### config.mk
export PLATFORM = sky130hd
export DESIGN_NAME = ovf_status_reg
export DESIGN_NICKNAME = d
export VERILOG_FILES = /design/src/rtl/ovf_status_pkg.sv /design/src/rtl/ovf_status_ctrl.sv /design/src/rtl/ovf_status_dp.sv /design/src/rtl/ovf_status_reg.sv
export SDC_FILE = /design/constraint.sdc
export NUM_CORES = 1
export LEC_CHECK = 0
export ABC_CLOCK_PERIOD_IN_PS = 1480
export CAP_MARGIN = 40
export CORE_AREA = 2 2 102 104
export CTS_BUF_LIST = sky130_fd_sc_hd__clkbuf_8
export CTS_CLUSTER_SIZE = 25
export DETAILED_ROUTE_END_ITERATION = 8
export DIE_AREA = 0 0 104 106
export PLACE_DENSITY = 0.7
export SLEW_MARGIN = 30
export SYNTH_ARGS = -nofsm -noshare
export SYNTH_HDL_FRONTEND = slang
export SYNTH_HIERARCHICAL = 1
export SYNTH_SLANG_ARGS = --single-unit
export TNS_END_PERCENT = 1
### constraint.sdc
create_clock -name clk -period 1.48 [get_ports clk]
set_input_delay 0.444 -clock clk [delete_from_list [all_inputs] [get_ports clk]]
set_output_delay 0.444 -clock clk [all_outputs]
set_load 0.005 [all_outputs]
### src/rtl/ovf_status_pkg.sv
package ovf_status_pkg;

  localparam int STATUS_W  = 64;
  localparam int GP_MAX    = 8;
  localparam int FIX_LO    = 32;
  localparam int FIX_CNT   = 3;
  localparam int TRACE_BIT = 55;
  localparam int FRZ_LO    = 58;
  localparam int COND_BIT  = 63;

  typedef struct packed {
    logic setWr;
    logic clrWr;
  } wrStrobe_t;

  // Bits that physically exist for a given general-counter count
  function automatic logic [STATUS_W-1:0] implMaskFn(int numGp);
    logic [STATUS_W-1:0] m;
    m = '0;
    for (int i = 0; i < GP_MAX; i++) begin
      if (i < numGp) m[i] = 1'b1;
    end
    for (int i = 0; i < FIX_CNT; i++) m[FIX_LO + i] = 1'b1;
    m[TRACE_BIT] = 1'b1;
    for (int i = FRZ_LO; i <= COND_BIT; i++) m[i] = 1'b1;
    return m;
  endfunction

endpackage

### src/rtl/ovf_status_ctrl.sv
module ovf_status_ctrl
  import ovf_status_pkg::*;
#(
  parameter int ADDR_W      = 4,
  parameter int STATUS_ADDR = 0,
  parameter int CLEAR_ADDR  = 2,
  parameter int SET_ADDR    = 3
) (
  input  logic              busWrEn,
  input  logic [ADDR_W-1:0] busAddr,
  output wrStrobe_t         strb,
  output logic              rdHit
);

  logic hitStatus, hitClear, hitSet;

  always_comb begin
    hitStatus  = (busAddr == ADDR_W'(STATUS_ADDR));
    hitClear   = (busAddr == ADDR_W'(CLEAR_ADDR));
    hitSet     = (busAddr == ADDR_W'(SET_ADDR));
    // A write to the status view decodes to no strobe
    strb.clrWr = busWrEn && hitClear;
    strb.setWr = busWrEn && hitSet;
    rdHit      = hitStatus || hitClear || hitSet;
  end

endmodule

### src/rtl/ovf_status_dp.sv
module ovf_status_dp
  import ovf_status_pkg::*;
#(
  parameter int NUM_GP = 6
) (
  input  logic                clk,
  input  logic                rstN,
  input  wrStrobe_t           strb,
  input  logic                rdHit,
  input  logic [STATUS_W-1:0] wrData,
  input  logic [STATUS_W-1:0] hwEvent,
  output logic [STATUS_W-1:0] status,
  output logic [STATUS_W-1:0] rdData
);

  localparam logic [STATUS_W-1:0] IMPL_MASK = implMaskFn(NUM_GP);
  localparam logic [STATUS_W-1:0] SET_MASK  = IMPL_MASK & ~(STATUS_W'(1) << COND_BIT);

  logic [STATUS_W-1:0] clrVec, setVec, evVec, statusNext;

  always_comb begin
    clrVec     = strb.clrWr ? wrData : '0;
    setVec     = strb.setWr ? (wrData & SET_MASK) : '0;
    evVec      = hwEvent & IMPL_MASK;
    // Sets (software or event) are applied after the clear, so they win
    statusNext = ((status & ~clrVec) | setVec | evVec) & IMPL_MASK;
    rdData     = rdHit ? status : '0;
  end

  always_ff @(posedge clk) begin
    if (!rstN) status <= '0;
    else       status <= statusNext;
  end

  // cleared bits without a competing event are 0 afterwards
  assert_clear_alias_R2: assert property (@(posedge clk) disable iff (!rstN)
    strb.clrWr |=> ((status & $past(wrData & ~hwEvent)) == '0));

  // set-alias bits are present afterwards
  assert_set_alias_R3: assert property (@(posedge clk) disable iff (!rstN)
    strb.setWr |=> ((status & $past(wrData & SET_MASK)) == $past(wrData & SET_MASK)));

  // condition-changed bit rises only on its event
  assert_cond_only_hw_R4: assert property (@(posedge clk) disable iff (!rstN)
    $rose(status[COND_BIT]) |-> $past(hwEvent[COND_BIT]));

  // event bits are always captured
  assert_event_wins_R7: assert property (@(posedge clk) disable iff (!rstN)
    1'b1 |=> ((status & $past(hwEvent & IMPL_MASK)) == $past(hwEvent & IMPL_MASK)));

  // bits only fall after a clear-alias write
  assert_sticky_R8: assert property (@(posedge clk) disable iff (!rstN)
    (($past(status) & ~status) != '0) |-> $past(strb.clrWr));

endmodule

### src/rtl/ovf_status_reg.sv
module ovf_status_reg
  import ovf_status_pkg::*;
#(
  parameter int NUM_GP      = 6,
  parameter int ADDR_W      = 4,
  parameter int STATUS_ADDR = 0,
  parameter int CLEAR_ADDR  = 2,
  parameter int SET_ADDR    = 3
) (
  input  logic                clk,
  input  logic                rstN,
  input  logic                busWrEn,
  input  logic [ADDR_W-1:0]   busAddr,
  input  logic [STATUS_W-1:0] busWrData,
  output logic [STATUS_W-1:0] busRdData,
  input  logic [STATUS_W-1:0] hwEvent,
  output logic [STATUS_W-1:0] statusOut
);

  wrStrobe_t strb;
  logic      rdHit;

  ovf_status_ctrl #(
    .ADDR_W(ADDR_W), .STATUS_ADDR(STATUS_ADDR),
    .CLEAR_ADDR(CLEAR_ADDR), .SET_ADDR(SET_ADDR)
  ) i_ctrl (
    .busWrEn(busWrEn), .busAddr(busAddr), .strb(strb), .rdHit(rdHit)
  );

  ovf_status_dp #(.NUM_GP(NUM_GP)) i_dp (
    .clk(clk), .rstN(rstN), .strb(strb), .rdHit(rdHit),
    .wrData(busWrData), .hwEvent(hwEvent),
    .status(statusOut), .rdData(busRdData)
  );

endmodule

==> summary.md <==
| Metric | Value |
|---|---|
| Result of the run | finished, violations left |
| Failing checks | setup timing |
| Period utilization | 126% |
| Rows | 37 |
| Data arrival time of the critical path | 1430 ps |
| Overall routed net length | 3.92 mm |
| NumNets Final | 406 |
| Height of the die | 106 µm |
| Share of flip-flops with an asynchronous set or reset after synthesis | 0% |
| Worst Setup SP | busAddr[3] |
| Core Region | 10000 µm² |
| Die Area | 11,000 µm² |
| Number of synthesized flops with an enable pin | 0 |
| Tightest hold margin | 588 ps |
| Cell Chain, Critical Path | buf_6, nor2_4, a21boi_4, buf_12, buf_12, buf_6, and2_4, buf_6 |
| Via density per instance | 3.13 |
| Post-synthesis average cell area | 8.65 µm² |
| Static leakage power | 0.00117 µW |
| Final Instance Area | 2320 µm² |
| Type of the most critical hold path | reg -> reg |
| R2r startpoint | i_dp/status[33] |
| Number of endpoints failing setup at the final stage | 16 |
| Cell family contributing the most delay on the critical path | buffers and inverters |
| Critical Path Source Type | input pin |
| Leading cell type by number of instances after synthesis | buf_4 |
| Least setup slack across all paths after layout | -390 ps |
| Largest fanout on the critical path | 4 |
| Total overflow reported by the global router | 0 |
| Vias in the first global route | 1,181 |
| Post-route ant nets | 0 |
| Clock tree from TritonCTS | done |
| Register ranked first by flip-flop count | i_dp/status |
| All-Layer GR Usage | 6.69% |
| Final cell count without fillers | 406 |
| Commonest register cell after synthesis | dfxtp_1 |
| Clock tree skew after final layout | 0 ps |
| Effective utilization at floorplan | 16.1% |
| Path type of the worst setup path | in -> out |
| Critical Path Slowest Stage Cell | a21boi_4 |
| Final hold violations | 0 |
| Fmax | 535 MHz |
| Required time worst endpoint | 1040 ps |
| Layout Area Growth over Synthesis | 44.4% |
| Pre-Repair DR Iteration Count | 4 |
| Initial antenna violation count | 0 |
| Sw Ratio | 28.4% |
| Yosys synthesis warning count | 6 |
| Mapped Cells | 186 |
| Type of destination of the critical path | primary output |
| Final RePlAce weighted congestion | 0.698 |
| Clock sink total | 16 |
| Detailed Route Iter0 Violations | 10 |
| Tot Pwr | 1320 µW |
| Cell type with the highest occurrence count on the critical path | buf_6 |
| Clock network power share | 31.8% |
| Combined area of all synthesized cells | 1610 µm² |
| Share of post-route cells with drive strength above 1 | 28.1% |
| Buffers from clock root to sink, at most | 2 |
| Number of I/O port buffers | 70 |
| Delay of the slowest cell on the worst path | 250 ps |
| Via total after detailed routing | 1,269 |
| Leading cell types by count after synthesis | 97 x buf_4, 16 x and2_1, 16 x dfxtp_1 |
| Cell-internal power | 943 µW |
| Final number of max-transition violations | 0 |
| Shortest period the worst path allows | 1870 ps |
| H-tree lvl count | 1 |
| Setup TNS | -4820 ps |
| Cell taking the most area after synthesis | buf_4 |
| Clock network latency to the later pin of the worst-skew pair | 250 ps |
| First-pass GRT wire length | 5.82 mm |
| Number of placed cells counting well taps | 395 |
| Largest registers | i_dp/status (16) |
| Pin count of the biggest net entering global routing | 12 |
| Flip-flop and latch count after synthesis | 16 |
| Hold path start | i_dp/status[34] |
| Root cell of the clock tree | clkbuf_8 |
| DRC violations left | 0 |
| Average wire per cell in the routed design | 9.67 µm |
| Total I/O pin count | 263 |
| HPWL after detailed placement | 3.17 mm |
| VDD IR max | 266 µV |
| Number of CTS-inserted buffers | 3 |
| Placed standard-cell area | 2200 µm² |
| Crit path buf inv count | 5 |
| Maxcap violations | 0 |
| Unrepaired setup endpoints after global routing | yes |
| Power density of the placed cells | 567 nW/µm² |
| Clock transition at the register clock pins on the worst setup and hold paths after CTS | 70 ps |
| Dominant cells by area after synthesis | buf_4 45%, dfxtp_1 20%, a21boi_2 7.0% |
| Gate power share | 31.2% |
| Net switching power | 375 µW |
| Distinct cell type count after synthesis | 17 |
| Max reg flops | 16 |
| Seq/Total Area, Yosys | 19.9% |
| Die X-Extent | 104 µm |
| Part of the power in registers | 37.1% |
| Final antenna diode count | 0 |
| Fraction of post-synthesis cell area in the top cell type by area | 45.3% |
==> tightest hold or removal path: stages (launching register included) <==
cell and delay [ps]:
dfxtp_2 320, a21bo_1 180, a21boi_2 50
==> per-stage QoR <==
step | setup WS, ps | utilization, %
floorplan | -3.84 | -
global placement | -997 | 22.0
detailed placement | -1020 | 22.0
CTS | -393 | 23.1
global route | -451 | 23.2
finish | -390 | 23.2
==> kinds of logic after synthesis <==
group	count (synthesis)	synth area share, %
flops	16	19.9
simple gates	19	7.78
compound gates	48	24.7
buf+inv	102	47.4
other cells	1	0.233
==> cell usage in the layout, fill, tap and decap left out, drive strengths merged <==
cell,instances
clkdlybuf4s50,34
buf,35
and4,1
dfxtp,16
a21bo,15
a21oi,15
and2,16
clkbuf,4
clkdlybuf4s15,1
o21a,1
inv,1
and4b,1
dlygate4sd2,16
conb,96
a21boi,17
nor2,1
==> metal layers <==
metal	GRT usage [%]	vias up	routed length, µm
met1	7.82	557	1570
met3	1.78	4	463
met5	0	-	0
li1	-	584	-
met4	2.32	0	44
met2	11.8	124	1850
==> cell type report <==
type | instances | area [µm²]
clock buffers | 4 | 55.1
fillers | 1104 | 7680
inverters | 1 | 3.75
multi-input cells | 163 | 917
flip-flops and latches | 16 | 332
well taps | 136 | 170
repair buffers | 86 | 846
==> power groups by stage <==
stage / combinational, µW / sequential, µW / clock (µW)
2_1_floorplan: 341 / 493 / 0
3_3_place_gp: 395 / 493 / 0
5_1_grt: 450 / 493 / 444
4_1_cts: 407 / 487 / 432
3_5_place_dp: 400 / 494 / 0
6_report: 411 / 488 / 418
==> repair_timing <==
item	4_1_cts	5_1_grt
cloned	1	0
endpoints found under the hold margin	0	0
endpoints found under the setup margin	47	24
gates resized for setup	121	12
pin swaps	2	1
setup buffers	7	0
hold buffers	0	0
==> final timing paths <==
check,end,slack [ps],cells past startpoint
worst max-delay path,busRdData[33],-390,8
worst min register to register,i_dp/status[34],590,2
worst max register to register,i_dp/status[33],670,3
worst min-delay path,i_dp/status[34],590,2
(Power assumes the default switching activity.)
